`src/rtl/fa_pkg.sv`:
```
package fa_pkg;
  typedef enum logic [1:0] {ST_WAIT, ST_ILAS, ST_DATA} fa_state_e;

  localparam logic [7:0] CH_K = 8'hBC;
  localparam logic [7:0] CH_R = 8'h1C;
  localparam logic [7:0] CH_A = 8'h7C;
  localparam logic [7:0] CH_F = 8'hFC;
  localparam logic [7:0] CH_Q = 8'h9C;

  localparam int CFG_OFS  = 2;  // config follows /R/ and /Q/
  localparam int CFG_N    = 4;
  localparam int ILAS_MFS = 4;
endpackage

```
`src/rtl/fa_pos_ctr.sv`:
```
module fa_pos_ctr #(
  parameter int FW = 5,
  parameter int KW = 6,
  parameter int MW = 9
) (
  input  logic          clk_i,
  input  logic          rst_ni,
  input  logic          clr_i,
  input  logic          adv_i,
  input  logic [FW-1:0] frm_octets_i,
  input  logic [KW-1:0] mf_frames_i,
  output logic [FW-1:0] oct_o,
  output logic [MW-1:0] mf_oct_o,
  output logic          frm_end_o,
  output logic          mf_end_o
);
  logic [KW-1:0] frm_q;

  assign frm_end_o = (oct_o == frm_octets_i - 1'b1);
  assign mf_end_o  = frm_end_o && (frm_q == mf_frames_i - 1'b1);

  always_ff @(posedge clk_i or negedge rst_ni) begin
    if (!rst_ni) begin
      oct_o    <= '0;
      frm_q    <= '0;
      mf_oct_o <= '0;
    end else if (clr_i) begin
      oct_o    <= '0;
      frm_q    <= '0;
      mf_oct_o <= '0;
    end else if (adv_i) begin
      if (frm_end_o) begin
        oct_o <= '0;
        if (mf_end_o) begin
          frm_q    <= '0;
          mf_oct_o <= '0;
        end else begin
          frm_q    <= frm_q + 1'b1;
          mf_oct_o <= mf_oct_o + 1'b1;
        end
      end else begin
        oct_o    <= oct_o + 1'b1;
        mf_oct_o <= mf_oct_o + 1'b1;
      end
    end
  end

  // frame counter wraps at frame end, holds when idle
  a_r3_wrap: assert property (@(posedge clk_i) disable iff (!rst_ni)
    adv_i && frm_end_o && !clr_i |=> oct_o == '0);
  a_r3_hold: assert property (@(posedge clk_i) disable iff (!rst_ni)
    !adv_i && !clr_i |=> $stable(oct_o));
endmodule

```
`src/rtl/fa_cfg_chk.sv`:
```
module fa_cfg_chk #(
  parameter int N  = 4,
  parameter int IW = 2
) (
  input  logic                clk_i,
  input  logic                rst_ni,
  input  logic                clr_i,
  input  logic                chk_i,
  input  logic [IW-1:0]       idx_i,
  input  logic [7:0]          octet_i,
  input  logic [N-1:0][7:0]   exp_i,
  output logic                err_o
);
  always_ff @(posedge clk_i or negedge rst_ni) begin
    if (!rst_ni)                            err_o <= 1'b0;
    else if (clr_i)                         err_o <= 1'b0;
    else if (chk_i && octet_i != exp_i[idx_i]) err_o <= 1'b1;
  end

  a_r4_sticky: assert property (@(posedge clk_i) disable iff (!rst_ni)
    err_o && !clr_i |=> err_o);
  a_r5_cause: assert property (@(posedge clk_i) disable iff (!rst_ni)
    $rose(err_o) |-> $past(chk_i));
endmodule

```
`src/rtl/fa_align_mon.sv`:
```
module fa_align_mon (
  input  logic clk_i,
  input  logic rst_ni,
  input  logic clr_i,
  input  logic hit_i,
  input  logic ok_i,
  output logic alarm_o
);
  logic pend_q;

  always_ff @(posedge clk_i or negedge rst_ni) begin
    if (!rst_ni) begin
      pend_q  <= 1'b0;
      alarm_o <= 1'b0;
    end else if (clr_i) begin
      pend_q  <= 1'b0;
      alarm_o <= 1'b0;
    end else if (hit_i) begin
      if (ok_i) pend_q <= 1'b0;
      else begin
        if (pend_q) alarm_o <= 1'b1;
        pend_q <= 1'b1;
      end
    end
  end

  // alarm only after a misplaced hit, then sticky
  a_r8_cause: assert property (@(posedge clk_i) disable iff (!rst_ni)
    $rose(alarm_o) |-> $past(hit_i && !ok_i));
  a_r8_sticky: assert property (@(posedge clk_i) disable iff (!rst_ni)
    alarm_o && !clr_i |=> alarm_o);
  a_r9_clear: assert property (@(posedge clk_i) disable iff (!rst_ni)
    hit_i && ok_i && !clr_i && !alarm_o |=> !alarm_o);
endmodule

```
`src/rtl/fa_ilas_rx.sv`:
```
module fa_ilas_rx
  import fa_pkg::*;
#(
  parameter int MAX_F = 16,
  parameter int MAX_K = 32,
  parameter int LID_W = 5
) (
  input  logic                       clk_i,
  input  logic                       rst_ni,
  input  logic                       init_i,
  input  logic                       valid_i,
  input  logic [7:0]                 data_i,
  input  logic                       ctrl_i,
  input  logic [$clog2(MAX_F+1)-1:0] frm_octets_i,
  input  logic [$clog2(MAX_K+1)-1:0] mf_frames_i,
  input  logic [LID_W-1:0]           lane_id_i,
  input  logic [7:0]                 cfg_misc_i,
  output logic                       valid_o,
  output logic [7:0]                 data_o,
  output logic                       ctrl_o,
  output logic                       sof_o,
  output logic                       cfg_err_o,
  output logic                       frame_alarm_o,
  output logic                       mf_alarm_o
);
  localparam int FW = $clog2(MAX_F+1);
  localparam int KW = $clog2(MAX_K+1);
  localparam int MW = $clog2(MAX_F*MAX_K);
  localparam int IW = $clog2(CFG_N);
  localparam int MI = $clog2(ILAS_MFS);
  localparam logic [MW-1:0] CFG_LO  = MW'(CFG_OFS);
  localparam logic [MW-1:0] CFG_HI  = MW'(CFG_OFS + CFG_N);
  localparam logic [MI-1:0] LAST_MF = MI'(ILAS_MFS - 1);
  localparam logic [MI-1:0] CFG_MF  = MI'(1);

  fa_state_e     st_q;
  logic [MI-1:0] mf_idx_q;
  logic [7:0]    last_q;
  logic [FW-1:0] oct;
  logic [MW-1:0] mf_oct;
  logic          frm_end, mf_end;
  logic          is_k, is_f, is_a, adv, in_data, repl, cfg_chk;
  logic [7:0]    out_d;
  logic [CFG_N-1:0][7:0] cfg_exp;

  assign is_k    = ctrl_i && data_i == CH_K;
  assign is_f    = ctrl_i && data_i == CH_F;
  assign is_a    = ctrl_i && data_i == CH_A;
  assign adv     = valid_i && !init_i && (st_q != ST_WAIT || !is_k);
  assign in_data = adv && st_q == ST_DATA;
  assign repl    = in_data && (is_f || is_a);
  assign out_d   = repl ? last_q : data_i;
  assign cfg_chk = adv && st_q != ST_DATA && mf_idx_q == CFG_MF
                   && mf_oct >= CFG_LO && mf_oct < CFG_HI;

  assign cfg_exp[0] = 8'(lane_id_i);
  assign cfg_exp[1] = 8'(frm_octets_i - 1'b1);
  assign cfg_exp[2] = 8'(mf_frames_i - 1'b1);
  assign cfg_exp[3] = cfg_misc_i;

  fa_pos_ctr #(.FW(FW), .KW(KW), .MW(MW)) u_pos (
    .clk_i, .rst_ni, .clr_i(init_i), .adv_i(adv),
    .frm_octets_i, .mf_frames_i,
    .oct_o(oct), .mf_oct_o(mf_oct), .frm_end_o(frm_end), .mf_end_o(mf_end)
  );

  fa_cfg_chk #(.N(CFG_N), .IW(IW)) u_cfg (
    .clk_i, .rst_ni, .clr_i(init_i), .chk_i(cfg_chk),
    .idx_i(IW'(mf_oct - CFG_LO)), .octet_i(data_i), .exp_i(cfg_exp),
    .err_o(cfg_err_o)
  );

  fa_align_mon u_fmon (
    .clk_i, .rst_ni, .clr_i(init_i),
    .hit_i(in_data && is_f), .ok_i(frm_end), .alarm_o(frame_alarm_o)
  );

  fa_align_mon u_amon (
    .clk_i, .rst_ni, .clr_i(init_i),
    .hit_i(in_data && is_a), .ok_i(mf_end), .alarm_o(mf_alarm_o)
  );

  always_ff @(posedge clk_i or negedge rst_ni) begin
    if (!rst_ni) begin
      st_q     <= ST_WAIT;
      mf_idx_q <= '0;
    end else if (init_i) begin
      st_q     <= ST_WAIT;
      mf_idx_q <= '0;
    end else begin
      if (adv && st_q == ST_WAIT) st_q <= ST_ILAS;
      if (adv && mf_end && st_q != ST_DATA) begin
        if (mf_idx_q == LAST_MF) st_q <= ST_DATA;
        mf_idx_q <= mf_idx_q + 1'b1;
      end
    end
  end

  // last octet of the latest data frame, source for replacement
  always_ff @(posedge clk_i or negedge rst_ni) begin
    if (!rst_ni)                last_q <= '0;
    else if (init_i)            last_q <= '0;
    else if (in_data && frm_end) last_q <= out_d;
  end

  always_ff @(posedge clk_i or negedge rst_ni) begin
    if (!rst_ni) begin
      valid_o <= 1'b0;
      data_o  <= '0;
      ctrl_o  <= 1'b0;
      sof_o   <= 1'b0;
    end else begin
      valid_o <= adv;
      data_o  <= out_d;
      ctrl_o  <= ctrl_i && !repl;
      sof_o   <= adv && oct == '0;
    end
  end

  a_r2_lock_sof: assert property (@(posedge clk_i) disable iff (!rst_ni)
    st_q == ST_WAIT && valid_i && !is_k && !init_i |=> valid_o && sof_o);
  a_r2_quiet_wait: assert property (@(posedge clk_i) disable iff (!rst_ni)
    st_q == ST_WAIT && !(valid_i && !is_k) |=> !valid_o);
  a_r6_no_repl_out: assert property (@(posedge clk_i) disable iff (!rst_ni)
    valid_o && $past(st_q == ST_DATA) |-> !(ctrl_o && (data_o == CH_F || data_o == CH_A)));
  a_r11_init: assert property (@(posedge clk_i) disable iff (!rst_ni)
    init_i |=> !valid_o && !cfg_err_o && !frame_alarm_o && !mf_alarm_o);
endmodule

```
`config.mk`:
```
export PLATFORM = sky130hd
export DESIGN_NAME = fa_ilas_rx
export DESIGN_NICKNAME = d
export VERILOG_FILES = /design/src/rtl/fa_pkg.sv /design/src/rtl/fa_pos_ctr.sv /design/src/rtl/fa_cfg_chk.sv /design/src/rtl/fa_align_mon.sv /design/src/rtl/fa_ilas_rx.sv
export SDC_FILE = /design/constraint.sdc
export NUM_CORES = 1
export LEC_CHECK = 0
export BUFFER_PORTS_ARGS = -buffer_cell sky130_fd_sc_hd__buf_2
export CAP_MARGIN = 20
export CORE_ASPECT_RATIO = 2
export CORE_UTILIZATION = 30
export DETAILED_ROUTE_END_ITERATION = 7
export RECOVER_POWER = 25
export SLEW_MARGIN = 20
export SYNTH_ARGS = -nofsm -noshare
export SYNTH_HDL_FRONTEND = slang
export SYNTH_HIERARCHICAL = 1
export SYNTH_SLANG_ARGS = --single-unit
```
`constraint.sdc`:
```
create_clock -name clk_i -period 2.4 [get_ports clk_i]
set_input_delay 0.36 -clock clk_i [delete_from_list [all_inputs] [get_ports clk_i]]
set_output_delay 0.36 -clock clk_i [all_outputs]
set_load 0.005 [all_outputs]
```
-- After elaboration in Yosys (flattened, before gate mapping)
Index checks and enable logic that the tools add are counted.
- input bits: 37
- logic and storage cells: 118
- output and inout bits: 14
- bits in registers: 48
- muxes and demuxes: 38
- reduce and logical (&&, ||, !) cells: 41
- add/subtract/negate cells: 9
- equality and inequality tests: 12
- order comparisons: 3
- operators by type and width (cell ; number):
    $mux W9 ; 4
    $mux W8 ; 4
    $mux W6 ; 4
    $logic_and A1 B1 Y1 ; 21
    $reduce_bool A2 Y1 ; 10
    $bmux W8 S2 ; 1
    $eq A8 B8 Y1 const B ; 2
    $mux W1 ; 16
    $mux W5 ; 3
    $mux W2 ; 6
    $add A9 B1 Y9 const B ; 1
    $ge A9 B2 Y1 const B ; 1
    $lt A9 B3 Y1 const B ; 1
    $eq A8 B7 Y1 const B ; 1
    $ne A8 B8 Y1 ; 1
    $sub A6 B1 Y7 const B ; 1
    $add A6 B1 Y6 const B ; 1
    $eq A6 B6 Y1 ; 1
    $ne A2 B2 Y1 const B ; 3
    $reduce_and A3 Y1 ; 2
    $sub A5 B1 Y6 const B ; 1
    $sub A6 B1 Y6 const B ; 1
    $add A5 B1 Y5 const B ; 1
    $eq A5 B5 Y1 ; 1
    other kinds (11) ; 15

-- Depth between registers and ports, before layout
Gate-level depths: netlist of the first run.
- depth in word-level cells: 12
- mapped depth: 10
- depth with buffers taken out: 9

-- Modules after synthesis
Netlist of the first run, hierarchy kept.
- modules (own cells, without submodules) (module ; cells each ; times used ; area an instance (µm²)):
    fa_pos_ctr ; 142 ; 1 ; 1381.3
    fa_ilas_rx ; 106 ; 1 ; 1214.9
    fa_cfg_chk ; 25 ; 1 ; 362.8
    fa_align_mon ; 8 ; 2 ; 90.1

-- Worst setup path after synthesis of the first run
No wires, ideal clock.
- path kind: register to register
- start: register st_q[0]
- end: register u_pos.oct_o[3]
- clock period less this slack: 1.990 ns
- cell stages (with the launch flop): 11
- setup time: 0.130 ns
- setup slack: 0.410 ns
- data arrival time: 1.860 ns
- cell sequence: dfrtp_1 nor4b_1 nand3_1 nand2_1 inv_1 inv_1 clkbuf_1 nand2_1 nand4_1 xor2_1 nor2_1
- word-level cells in the longest chain between the ends: 4
- RTL lines (element ; line ; source):
    from (decl) ; fa_ilas_rx.sv:36 ; fa_state_e st_q;
    from (signal assigned) ; fa_ilas_rx.sv:85 ; st_q <= ST_WAIT;
    from (signal assigned) ; fa_ilas_rx.sv:88 ; st_q <= ST_WAIT;
    from (signal assigned) ; fa_ilas_rx.sv:91 ; if (adv && st_q == ST_WAIT) st_q <= ST_ILAS;
    $reduce_bool A2 Y1 ; fa_ilas_rx.sv:49 ; assign adv = valid_i && !init_i && (st_q != ST_WAIT || !is_k);
    $logic_or A1 B1 Y1 ; fa_ilas_rx.sv:49 ;
    $logic_and A1 B1 Y1 ; fa_ilas_rx.sv:49 ;
    via adv ; fa_ilas_rx.sv:42 ; logic is_k, is_f, is_a, adv, in_data, repl, cfg_chk;
    $reduce_bool A2 Y1 (no source line) ; - ;
    to (signal assigned) ; fa_pos_ctr.sv:42 ; oct_o <= oct_o + 1'b1;
    to (decl) ; fa_pos_ctr.sv:12 ; output logic [FW-1:0] oct_o,
The timed path passes the listed nets, and every way through them passes these cells.
A chain may end at the register's enable or synchronous reset.

-- Worst setup path in the final report of the first run
- start: register u_pos.oct_o[4]
- end: register mf_idx_q[0]
- word-level cells in the longest chain between the ends: 5
- RTL lines (element ; line ; source):
    $eq A5 B5 Y1 ; fa_pos_ctr.sv:19 ; assign frm_end_o = (oct_o == frm_octets_i - 1'b1);
    $logic_and A1 B1 Y1 ; fa_pos_ctr.sv:20 ; assign mf_end_o = frm_end_o && (frm_q == mf_frames_i - 1'b1);
    via mf_end ; fa_ilas_rx.sv:41 ; logic frm_end, mf_end;
    $logic_and A1 B1 Y1 (2 in series) ; fa_ilas_rx.sv:92 ; if (adv && mf_end && st_q != ST_DATA) begin
    $reduce_bool A2 Y1 (no source line) ; - ;
    to (signal assigned) ; fa_ilas_rx.sv:94 ; mf_idx_q <= mf_idx_q + 1'b1;
    to (decl) ; fa_ilas_rx.sv:37 ; logic [MI-1:0] mf_idx_q;
The timed path passes the listed nets, and every way through them passes these cells.

==> results.txt, run 1 <==
Input and output buffers added on the ports amount to 50. Routability-driven placement finished with a final weighted congestion of 0.803. The tightest min-delay check is of the primary input to register type. The sequential share of the synthesized area is 0.383. The global routing usage summed across all routing layers is 0.149.

Of the total synthesized cell area, the portion taken by full adders, half adders and majority gates is 0.0359. The first-pass GRT wire length is 12.3 mm. The critical path starts at u_pos/oct_o[4]$_DFFE_PN0P_. After detailed placement, the total cell area comes to 3540 sq um.

The full die area is 10900 sq um. The antenna diode count came out at 0. The initial core utilization came out at 0.309. The maximum number of pins on one net before global-route repair is 29. The worst setup path is launched from a register. The critical path ends at mf_idx_q[0]$_DFFE_PN0P_. For this run, the leading register cell type out of synthesis is dfrtp_1. The register-to-register setup slack came out at 0.31 ns. The top-level I/O count is 51. In this run the tightest slew margin relative to its limit is 0.177.

The final cycle utilization of the critical path came out at 0.872. Adding up every negative setup slack in the final design gives 0 ns. The number of iterations in the first detailed-routing pass came out at 4. The area added between synthesis and finish is 18.3%. The number of vias in the routed layout is 2433.

Hold repair after CTS inserted 0 buffers. The startpoint of the most critical register-to-register path is u_pos/oct_o[4]$_DFFE_PN0P_. Of the total synthesized cell area, the portion taken by AND, OR, NAND and NOR gates is 0.183. The compound-cell area share of the yosys netlist is 0.134. The cell area power density is 521 nW/um^2. The required time of the critical path is 2.61 ns. The sum of overflow across all layers after global routing is 0. The worst setup path is captured at a register.

After synthesis, the largest family of logic cells by area is simple AND/OR/NAND/NOR gates. For this run, the top clock speed supported by timing is 0.478 GHz. Once the clock tree was built, the setup fixing pass inserted 0 buffers. The total leakage power is 1.75 nW. The deepest level of the CTS H-tree came out at 2. The worst setup path is of the register to register kind. The synthesized area per cell came out at 10.9 sq um. The fraction of final layout cells sized beyond drive strength 1 came out at 0.254. After synthesis the cells add up to 3140 sq um.

Setup violations remaining at the end of the flow were counted as 0. The number of cells on the worst reg-to-reg path is 7. The portion of synthesized area spent on multiplexers is 0.0937. Counting instances, the worst hold path has a depth of 2. The parity-gate share of the synthesized area counting xor and xnor cells came out at 0.106. The number of instances in the synthesized netlist is 289.

The top fanout value on the critical path is 10. The count of flip-flops with a built-in enable after synthesis came out at 0. The maximum ir drop on the vdd rail came out at 0.235 mV.

The tree is rooted in a clkbuf_16. The standard cell core area came out at 10100 sq um. After legalization and detailed placement, the total HPWL measured 6.14 mm. After detailed routing, the average wire length per cell comes to 15.9 microns.

The run finished with clean final reports. The count of warnings emitted by yosys came out at 6. The number of distinct library cell variants in the gate-level netlist after synthesis is 60.

The net count reported at finish is 396. The floorplan die height is 147 microns. The data arrival time of the critical path came out at 2.30 ns. The detail-routed via count per cell is 5.01. The final-report max-slew violation count is 0.

TritonCTS built the clock tree. The via count of the first global-routing pass came out at 2435. The final count of hold timing violations is 0.

The clock-pin slew on the worst setup and hold paths is 0.07 ns. The number of nets with antenna violations after detailed routing came out at 0. The width of the die came out at 74.3 microns. The number of buffers on the longest clock path came out at 2.

In the routed design, unresolved DRC markers number 0. Setup repair after global routing left no endpoint under its margin. Counting every sink on the clock net gives 48. The total wirelength of the detailed-routed design came out at 7.74 mm. The flip-flop and latch count after synthesis is 48. The worst clock skew came out at 0.00493 ns. The number of max-capacitance violations reported is 0. TritonCTS created 5 clock buffers. The area of all placed cells without fillers is 3710 sq um. The shortest clock period the worst path allows after layout came out at 2.09 ns.

The number of antenna violations at the first check in global routing is 0. Of all flip-flops after synthesis, the portion carrying an async set or reset was 1.00. The floorplan has 52 rows.

Post-CTS repair changed the size of 0 cells. At the later pin of the worst-skew pair, clock insertion delay measures 0.29 ns. The endpoint identified for the worst register-to-register timing path is mf_idx_q[0]$_DFFE_PN0P_. The iteration-0 DRC count of the detailed router is 46.

The slew at the pin with the worst max-slew slack came out at 1.23 ns.
==> cells in the final DEF (no fill, tap or decap), types with 8 or more instances in the layout <==
master   Yosys  final
nor3_1      10     10
a21oi_1     13     13
dfrtp_1     48     48
xor2_1      23     23
nand2_1     15     15
ha_1         9      9
xnor2_1     15     15
nand4_1     10     10
inv_1       24     24
nor2_1      17     17
buf_2        0     49
mux4_1       8      8
buf_4        0     10
==> kinds of logic after synthesis <==
logic type	count (synthesis)
adders and majority gates	9
buffers and inverters	33
DFF	48
muxes	15
other	1
AOI/OAI and AO/OA	50
and+or+nand+nor	95
xor gates and xnor gates	38
==> stage by stage <==
stage / std cells / worst slack (ns) / utilization / hold WS (ns) / total power [mW]
floorplan: 291 / 0.410 / - / 0.0644 / 1.01
global placement: 478 / 0.122 / 0.349 / 0.363 / 1.12
detailed placement: 478 / 0.0592 / 0.349 / 0.363 / 1.12
CTS: 486 / 0.296 / 0.366 / 0.0521 / 1.96
global route: 486 / 0.212 / 0.366 / 0.308 / 2.01
finish: 486 / 0.308 / 0.366 / 0.286 / 1.93
==> layer usage <==
layer | global-route usage | share of wire | vias up
met3 | 0.0173 | 0.030 | 15
met1 | 0.149 | 0.35 | 1199
met4 | 0.0679 | 0.040 | 0
li1 | - | - | 1166
met5 | 0 | 0 | -
met2 | 0.290 | 0.58 | 53
==> worst min-delay path by stage <==
stage	startpoint	end	slack, ns
after floorplan	rst_ni	ctrl_o$_DFF_PN0_	0.06
after global placement	rst_ni	u_pos/frm_q[3]$_DFFE_PN0P_	0.36
after detailed placement	rst_ni	u_pos/frm_q[5]$_DFFE_PN0P_	0.36
after CTS	rst_ni	u_pos/frm_q[5]$_DFFE_PN0P_	0.05
after global routing	ctrl_i	ctrl_o$_DFF_PN0_	0.31
final	ctrl_i	ctrl_o$_DFF_PN0_	0.29
==> worst max-delay path, cell delays in order, from the launching register on <==
cell and delay, ns:
dfrtp_1 0.43, xnor2_1 0.29, o211a_1 0.28, nand3_4 0.16
nor3_1 0.30, buf_4 0.18, and3_1 0.18, mux2i_1 0.19
==> cells in the mapped netlist, types with 2 or more instances <==
| cell | n | area [sq um] |
|---|---|---|
| o21ai_1 | 2 | 10.0 |
| nand2b_2 | 2 | 17.5 |
| nand3b_1 | 3 | 22.5 |
| and2_1 | 3 | 18.8 |
| clkbuf_1 | 2 | 7.51 |
| a22o_1 | 3 | 26.3 |
| nor3_1 | 10 | 50.1 |
| nand4_1 | 10 | 62.6 |
| o211a_1 | 3 | 30.0 |
| a32o_1 | 5 | 50.1 |
| nor4b_1 | 2 | 17.5 |
| inv_1 | 24 | 90.1 |
| a21oi_2 | 2 | 17.5 |
| nor2b_1 | 3 | 18.8 |
| nand3_1 | 4 | 20.0 |
| a31oi_1 | 2 | 12.5 |
| mux2i_1 | 2 | 20.0 |
| nand2b_1 | 5 | 31.3 |
| a21oi_1 | 13 | 65.1 |
| nand2_1 | 15 | 56.3 |
| or3_1 | 5 | 31.3 |
| mux4_1 | 8 | 210 |
| xnor2_1 | 15 | 131 |
| buf_6 | 5 | 56.3 |
| and4_1 | 2 | 17.5 |
| a21o_1 | 2 | 15.0 |
| dfrtp_1 | 48 | 1200 |
| and3_1 | 2 | 12.5 |
| nor2_1 | 17 | 63.8 |
| o311ai_0 | 2 | 17.5 |
| ha_1 | 9 | 113 |
| or4_1 | 2 | 15.0 |
| xor2_1 | 23 | 201 |
| mux2_2 | 3 | 33.8 |
| o21ai_0 | 5 | 25.0 |
| mux2_4 | 2 | 30.0 |
==> where the power goes <==
group	total, mW	internal, mW	switching (mW)
Sequential	0.834	0.823	0.0111
Combinational	0.269	0.119	0.150
Clock	0.830	0.522	0.308
Total	1.93	1.46	0.469
==> cell type report <==
| type | count | area [sq um] |
|---|---|---|
| Fill cell | 1055 | 6440 |
| Multi-Input combinational cell | 210 | 1750 |
| Sequential cell | 48 | 1200 |
| Timing Repair Buffer | 61 | 329 |
| Tap cell | 135 | 169 |
| Clock buffer | 6 | 139 |
| Inverter | 24 | 90.1 |
| Clock inverter | 2 | 38.8 |
==> flip-flops by register name, indices dropped and copies added (netlist names) <==
register        cells
u_cfg/err_o         1
u_pos/mf_oct_o      9
last_q              8
u_pos/frm_q         6
data_o              8
u_fmon/alarm_o      1
u_pos/oct_o         5
u_amon/pend_q       1
st_q                2
ctrl_o              1
sof_o               1
u_fmon/pend_q       1
u_amon/alarm_o      1
mf_idx_q            2
valid_o             1
Note: power is estimated with default switching activity, not from simulation.
==> run 2: changes to the inputs <==
--- a/config.mk
+++ b/config.mk
@@ -5,6 +5,7 @@
 export SDC_FILE = /design/constraint.sdc
 export NUM_CORES = 1
 export LEC_CHECK = 0
+export ABC_AREA = 1
 export BUFFER_PORTS_ARGS = -buffer_cell sky130_fd_sc_hd__buf_2
 export CAP_MARGIN = 20
 export CORE_ASPECT_RATIO = 2
==> run 2 against run 1 <==
  * First-iteration DRC count grew to 4.6 times the previous value
  * Final area grew 11%
  * Routed wire length grew 16%
  * Register-to-register slack is essentially flat
  * Via count grew 38%
  * Sequential cell count is the same
  * Final cell count grew 47%
  * Fmax shrank 0.62%
  * Hold slack gained 0.024 ns
  * Synthesized area grew 13%
  * Critical path depth grew 6
  * Sequential share of layout area shrank 3.2 points
==> results.txt, run 2 <==
The floorplan die height came out at 156 microns. The most common cell after layout, fill and taps aside is nand2_1. The sum of overflow across all layers after global routing is 0.

Counting flops per register, the top entry is u_pos/mf_oct_o. The area of the mapped netlist is 3540 sq um. The floorplan has 55 rows. For this run, the share of the core covered by cells in the final layout is 0.360.

The flip-flop and latch count after synthesis came out at 48. TritonCTS built the clock tree. The data arrival time of the critical path is 2.32 ns. The required time of the critical path came out at 2.61 ns. The slew at the pin with the worst max-slew slack came out at 1.22 ns. The startpoint of the most critical register-to-register path is st_q[1]$_DFF_PN0_. The net count reported at finish is 616. The clock latency on the worst-skew pair came out at 0.29 ns. The highest metal layer carrying signal wires in the routed design is met4. Setup repair after global routing left no endpoint under its margin. In the synthesized netlist, the cells that appear most often are 176 x nand2_1, 62 x inv_1, 52 x nand3_1. Setup violations remaining at the end of the flow were counted as 0. The clock passes through at most 2 buffers. The shortest clock period the worst path allows after layout is 2.11 ns.

The most common cell in the synthesized netlist is nand2_1. The number of antenna violations at the first check in global routing is 0. The estimated wirelength of the detail-placed design is 7.29 mm. Yosys printed 6 warnings. The first-pass GRT wire length is 15.3 mm. Synthesis instantiated 36 different standard cells from the library. The synthesized area per cell came out at 6.96 sq um. The deepest level of the CTS H-tree came out at 2. The final-report max-slew violation count is 0. Counting both buffers and inverters, the worst setup path holds a total of 3. The tightest min-delay check is of the primary input to register type. In this run the remaining antenna-violating nets after routing total 0. Traced cell by cell, the critical path runs through inv_1 > nand2_1 > nor2_1 > nand3_1 > nand2_1 > inv_1 > nor2_2 > inv_2 > nand2_1 > nor3b_2 > nand3_1 > xor2_1 > a21oi_1. In this run the static leakage power is 2.21 nW. The worst-path cell with the longest stage delay is dfrtp_1. The fraction of final layout cells sized beyond drive strength 1 is 0.221. The worst-case IR drop observed on VDD is 0.280 mV. The final count of hold timing violations came out at 0. The area added between synthesis and finish came out at 16.2%. The final layout contains routed wiring with a total length of 9.00 mm. The full die area came out at 12300 sq um. The post-CTS setup buffer count is 0. The critical path start-end classification is register to register.

The run finished with clean final reports. STA classifies the critical path endpoint as a register. The top fanout value on the critical path came out at 14. Of all cell types, the one taking the most synthesized area is dfrtp_1. The flip-flop count of the largest register after layout is 9. Ranked by total cell area, the synthesized netlist is headed by dfrtp_1 34%, nand2_1 19%, nand3_1 7.3%. The critical path runs through a total of 13 cells. The number of max-capacitance violations reported came out at 0.

The clock-pin slew on the worst setup and hold paths came out at 0.06 ns. The total area inside the core boundary comes to 11400 sq um. The average wire length per cell after detail routing is 12.6 microns.

The sum of negative setup slack is 0 ns. The via count of the first global-routing pass is 3393. The detail-routed via count per cell came out at 4.72. The most used flip-flop cell after synthesis is dfrtp_1. Counting stages on the worst path, the most repeated cell is nand2_1. The worst slew margin relative to its limit is 0.189. Synthesis produced a netlist whose cell count is 509. The share of async-settable or async-resettable flops after synthesis came out at 1.00. The count of cells resized by post-cts repair came out at 0. For this run, the detailed router's first-pass iteration total came to 4. Across all register-to-register paths, the minimum setup slack is 0.29 ns. The number of cells on the worst reg-to-reg path came out at 13. The endpoint identified for the worst register-to-register timing path is u_pos/mf_oct_o[6]$_DFFE_PN0P_. The hold-critical path depth came out at 3.

The worst clock skew is 0.0101 ns. The first routing iteration left 211 violations. Derived from the worst setup path, the maximum achievable clock frequency is 0.475 GHz.

The initial utilization of the core area, before any placement, comes to 0.310. The top cell type's share of synthesized area is 0.339. Broken down by cell family, the worst path's largest delay share belongs to simple AND/OR/NAND/NOR gates. The delay contributed by the slowest stage of the critical path is 0.36 ns. During I/O placement, the number of pins put on the boundary was 51. The root buffer selected by CTS is clkbuf_16.

The wire length on met2 came out at 5.18 mm. The largest registers in the layout are u_pos/mf_oct_o (9), data_o (8), last_q (8). The number of CTS-inserted buffers came out at 5. The launch point of the worst hold path is ctrl_i.

The length of routed wiring on met1 is 3.26 mm. The maximum number of pins on one net before global-route repair came out at 49. The antenna diode count came out at 0.

The clock drives 48 sinks. The final cycle utilization of the critical path came out at 0.877. Port buffering added 50 buffers. The routed design uses 248 microns of met3 wire. In the layout the commonest cells are 176 x nand2_1, 62 x inv_1, 52 x nand3_1. The quantity of hold-fixing buffers added after cts is 0. The number of vias in the routed layout came out at 3363. The end point of the most critical hold path is ctrl_o$_DFF_PN0_. The sequential share of the synthesized area is 0.339. Across every metal layer, demand over resource in global routing totals 0.160.

The critical path startpoint category is a register. The cell area power density is 508 nW/um^2. The post-detailed-route DRC marker count is 0. The congestion estimate from routability-driven global placement came to 0.839. The die is 78.9 microns wide. The count of flip-flops with a built-in enable after synthesis came out at 0.
[run 2: cell count changes after synthesis, moves of 7 or more]
cell | before | now
inv_1 | 24 | 62
xor2_1 | 23 | 15
inv_2 | 0 | 11
nand3_1 | 4 | 52
nand2_1 | 15 | 176
nand3_2 | 0 | 10
nor2_1 | 17 | 32
mux4_1 | 8 | 0
nand2_2 | 0 | 15
nor2_2 | 0 | 8
nand4_1 | 10 | 3
[run 2: layer usage]
metal	GRT usage	up-vias
li1	-	1694
met1	0.157	1579
met2	0.313	68
met3	0.0251	22
met4	0.0779	0
met5	0	-
[run 2: through the flow]
step | setup WS, ns | std cells | total power, mW | hold slack, ns | cell area, sq um
final | 0.295 | 713 | 2.09 | 0.310 | 4120
after global routing | 0.100 | 713 | 2.22 | 0.304 | 4120
after CTS | 0.281 | 713 | 2.12 | 0.203 | 4120
after detailed placement | 0.180 | 705 | 1.39 | 0.470 | 3970
after global placement | 0.186 | 705 | 1.38 | 0.463 | 3970
after floorplan | 0.643 | 511 | 1.23 | 0.0644 | 3550
[run 2: tightest hold or removal path, cell delays in order]
cell and delay [ns]:
buf_2 0.12, inv_1 0.05, a21oi_1 0.03
[run 2: final cells by class]
class,instances,area [sq um]
Inverter,77,297
Timing Repair Buffer,59,315
Tap cell,142,178
Fill cell,1233,7310
Multi-Input combinational cell,379,1980
Sequential cell,48,1200
Clock inverter,1,7.51
Clock buffer,7,143
[run 2: cells by family after synthesis]
group,count (synthesis),share of synthesized area
DFF,48,0.339
buffers and inverters,84,0.106
and+or+nand+nor,317,0.418
xor gates and xnor gates,25,0.0618
other,1,0.00106
AOI/OAI and AO/OA,25,0.0431
adders and majority gates,9,0.0318
[run 2: report_power, final]
part	internal (mW)	switching, mW
clock network	0.416	0.308
registers	0.845	0.0424
logic	0.177	0.305
total	1.44	0.655
[run 2: worst max path at each step]
stage,startpoint,endpoint
2_1_floorplan,mf_frames_i[0],st_q[1]$_DFF_PN0_
3_3_place_gp,valid_i,u_pos/mf_oct_o[6]$_DFFE_PN0P_
3_5_place_dp,valid_i,u_pos/mf_oct_o[6]$_DFFE_PN0P_
4_1_cts,st_q[1]$_DFF_PN0_,u_pos/mf_oct_o[6]$_DFFE_PN0P_
5_1_grt,st_q[1]$_DFF_PN0_,u_pos/mf_oct_o[6]$_DFFE_PN0P_
6_report,st_q[1]$_DFF_PN0_,u_pos/mf_oct_o[6]$_DFFE_PN0P_
==> run 3: changes to the inputs <==
--- a/config.mk
+++ b/config.mk
@@ -8,12 +8,11 @@
 export ABC_AREA = 1
 export BUFFER_PORTS_ARGS = -buffer_cell sky130_fd_sc_hd__buf_2
 export CAP_MARGIN = 20
-export CORE_ASPECT_RATIO = 2
+export CORE_ASPECT_RATIO = 0.7
 export CORE_UTILIZATION = 30
 export DETAILED_ROUTE_END_ITERATION = 7
 export RECOVER_POWER = 25
 export SLEW_MARGIN = 20
 export SYNTH_ARGS = -nofsm -noshare
 export SYNTH_HDL_FRONTEND = slang
-export SYNTH_HIERARCHICAL = 1
 export SYNTH_SLANG_ARGS = --single-unit
==> run 3 against run 2 <==
  * The flow now finishes with violations (DRC, capacitance limit, slew limit)
  * Critical path depth rose by 3
  * Non-clock buffer count is 2 lower
  * Sequential cell count did not move
  * Critical endpoint is now last_q[3]$_DFFE_PN0P_
==> results.txt, run 3 <==
The die is 88.5 microns tall. The H-tree was split into 2 levels. The total leakage power came out at 1.98 nW. The post-CTS setup buffer count is 0. The critical path startpoint category is a primary input.

The sequential cell area is 1200 sq um. The mapped netlist covers 3210 sq um. The portion of total power attributed to sequential cells is 0.406. The flow ran to the end, but the final reports show violations.

The number of distinct library cell variants in the gate-level netlist after synthesis is 31. The delay contributed by the slowest stage of the critical path came out at 0.24 ns. The fraction of final layout cells sized beyond drive strength 1 is 0.187. The final layout contains routed wiring with a total length of 8.45 mm. The required time of the critical path is 2.58 ns. The number of cells on the worst reg-to-reg path came out at 10. IR analysis of the VDD net gives a maximum drop of 0.272 mV. The number of max-capacitance violations reported is 1. In the layout the commonest cells are 149 x nand2_1, 69 x nand3_1, 54 x inv_1. The fill cell total of the finished layout came out at 1101. The number of instances in the synthesized netlist is 461. The clock share of power is 0.306. The maximum number of pins on one net before global-route repair came out at 33.

The final RePlAce weighted congestion came out at 0.892. The via count of the first global-routing pass was 2949. The antenna diode count is 0.

The top-level I/O count is 51. The row count is 31. The net count reported at finish is 564. Summing internal, switching and leakage power gives 2.24 mW.

For this run, global-route usage on met2 was measured as 0.263. The flip-flop and latch count after synthesis is 48. The total area inside the core boundary comes to 10400 sq um. The startpoint of the most critical register-to-register path is u_pos.mf_oct_o[0]$_DFFE_PN0P_. The width of the die is 126 microns. The quantity of hold-fixing buffers added after cts came out at 0. The cell area power density is 592 nW/um^2. The share of the Yosys chip area taken by registers is 0.374. The number of setup violations in the final report is 0.

Setup slack on the worst reg-to-reg path comes out at 0.45 ns. Counting flops with a built-in enable in the synthesized netlist gives 0. The final-report max-slew violation count is 33. In the post-synthesis netlist, the cell with the most instances is nand2_1. The portion of total power attributed to combinational logic is 0.288.

The destination of the worst register-to-register timing path is u_cfg.err_o$_DFFE_PN0P_. Internal power comes to 1.47 mW. The synthesized area per cell came out at 6.96 sq um. CTS saw 48 sinks. The shortest clock period the worst path allows after layout is 2.01 ns. The slew at the pin with the worst max-slew slack is 1.80 ns. The dominant cell type by count on the critical path is nand2_1. Yosys attributes the largest share of cell area to dfrtp_1 37%, nand2_1 17%, nand3_1 11%. The top cell type's share of synthesized area came out at 0.374. Setup repair after global routing left no endpoint under its margin. The hold-critical path depth came out at 3. The highest clock frequency the design can meet is 0.496 GHz.

The number of antenna violations at the first check in global routing came out at 0. The startpoint of the worst setup timing path is frm_octets_i[0]. The slowest stage of the critical path belongs to the cell ha_1.

Once the clock tree was built, the resizer swapped 0 gates to a different size. The worst slew margin relative to its limit is -0.197. The final count of hold timing violations came out at 0. For this run, the detailed router's first-pass iteration total came to 6.

In the final layout, the multi-input gates occupy 1730 sq um. The register with the most flip-flops in the layout has 9 of them. Counting flops per register, the top entry is u_pos.mf_oct_o. The endpoint class of the critical path is a register.

After detailed routing, the average wire length per cell comes to 13.0 microns. The post-detailed-route DRC marker count came out at 5. The top fanout value on the critical path came out at 9. The launch point of the worst hold path is data_i[1]. The net count after synthesis came out at 507. Clock-pin slew was measured on the worst setup and hold paths at 0.06 ns. For met1 alone, demand over resource in global routing was 0.237. The area added between synthesis and finish is 17.9%. The library cell used most frequently in the layout, excluding fill and tap cells, is nand2_1.

The count of warnings emitted by yosys is 0. The clock latency on the worst-skew pair is 0.29 ns. The share of async-settable or async-resettable flops after synthesis is 1.00. The switching power summed over all nets is 0.772 mW. In the global route stage, met3 resource usage came out at 0.0284. In this run the remaining antenna-violating nets after routing total 0.

The cell type with the largest total area after synthesis is dfrtp_1. The sum of overflow across all layers after global routing is 0. The wire-length estimate of the detail-placed layout is 6.73 mm. After synthesis, the most frequently instantiated cells are 149 x nand2_1, 69 x nand3_1, 54 x inv_1. The setup path with the least slack is of type primary input to register. met2 is the most crowded layer. The number of clock buffers added by TritonCTS is 5.

Dividing the detail-routed via count by the number of cells gives 4.69. Among all flip-flop cells after synthesis, the most frequent one is dfrtp_1. The number of buffers on the longest clock path is 2. In the final layout, the registers with the most flip-flops are u_pos.mf_oct_o (9), data_o (8), last_q (8). The full die area is 11100 sq um. The final cycle utilization of the critical path came out at 0.839. Traced cell by cell, the critical path runs through buf_2 > inv_1 > ha_1 > inv_1 > nand2_2 > nand2_1 > nand2_1 > nand2_1 > nor2_1 > nand3_1 > nor2_4 > inv_4 > nor2_4 > inv_2 > nand3_1 > nand2_1. The data arrival time of the critical path came out at 2.19 ns. Of the total power, the share spent switching nets is 0.344. The detailed router placed 3052 vias in this run. The initial utilization of the core area, before any placement, comes to 0.310.

The first routing iteration left 162 violations. The first global-routing pass estimated 14.5 mm of wire. For this run, the total global-route usage over all layers was measured as 0.166.

The end point of the most critical hold path is data_o[1]$_DFF_PN0_. The sum of negative setup slack is 0 ns. Buffers placed on the I/O ports in this run total 50. The path category of the worst min-delay check is primary input to register.

The checks that failed: DRC, capacitance limit, slew limit. Clock tree synthesis selected as its root buffer the cell clkbuf_16. Across the routed clock network, the largest skew measured is 0.00528 ns. TritonCTS built the clock tree.
[run 3: metal layers]
metal,vias up,routed length (microns)
met5,-,0
met4,0,78
met3,8,339
met2,52,3570
met1,1403,4470
li1,1589,-
[run 3: cell families (layout without fill, tap and decap cells)]
kind of cell	after synthesis	after routing	share of synthesized area
and+or+nand+nor	288	288	0.412
buffers and inverters	70	128	0.0854
DFF	48	48	0.374
AOI/OAI and AO/OA	33	33	0.0558
xor gates and xnor gates	13	13	0.0378
adders and majority gates	9	9	0.0351
[run 3: critical path, delay by kind of cell]
| family | cells | cell delay (ns) |
|---|---|---|
| buffers and inverters | 5 | 0.55 |
| adders and majority gates | 1 | 0.24 |
| and+or+nand+nor | 10 | 1.06 |
[run 3: through the flow]
step / worst slack, ns / utilization / std cells / cell area, sq um / hold WS [ns]
2_1_floorplan: 0.560 / - / 461 / 3210 / 0.0644
3_3_place_gp: 0.155 / 0.352 / 643 / 3640 / 0.467
3_5_place_dp: 0.0954 / 0.352 / 643 / 3640 / 0.474
4_1_cts: 0.394 / 0.366 / 651 / 3790 / 0.162
5_1_grt: 0.179 / 0.365 / 651 / 3780 / 0.364
6_report: 0.386 / 0.365 / 651 / 3780 / 0.344
[run 3: final cells by class]
cell class	count	area share
sequential	48	0.317
clock inverter	3	0.00496
multi-input combinational	343	0.458
clock buffer	5	0.0331
tap	132	0.0436
timing repair buffer	57	0.0797
inverter	63	0.0631
[run 3: how the worst max path moves through the flow]
stage               depth (start not counted)                       endpoint  slack [ns]
floorplan                                  15  u_pos.mf_oct_o[8]$_DFFE_PN0P_        0.56
global route                               16  u_pos.mf_oct_o[5]$_DFFE_PN0P_        0.18
detailed placement                         16          last_q[2]$_DFFE_PN0P_         0.1
CTS                                        16          last_q[3]$_DFFE_PN0P_        0.39
global placement                           16          last_q[4]$_DFFE_PN0P_        0.15
finish                                     16          last_q[3]$_DFFE_PN0P_        0.39
[run 3: power groups by stage]
stage / Clock (mW) / Combinational [mW] / Sequential [mW]
2_1_floorplan: 0 / 0.440 / 0.906
3_3_place_gp: 0 / 0.637 / 0.927
3_5_place_dp: 0 / 0.646 / 0.927
4_1_cts: 0.712 / 0.649 / 0.912
5_1_grt: 0.737 / 0.749 / 0.920
6_report: 0.687 / 0.645 / 0.911
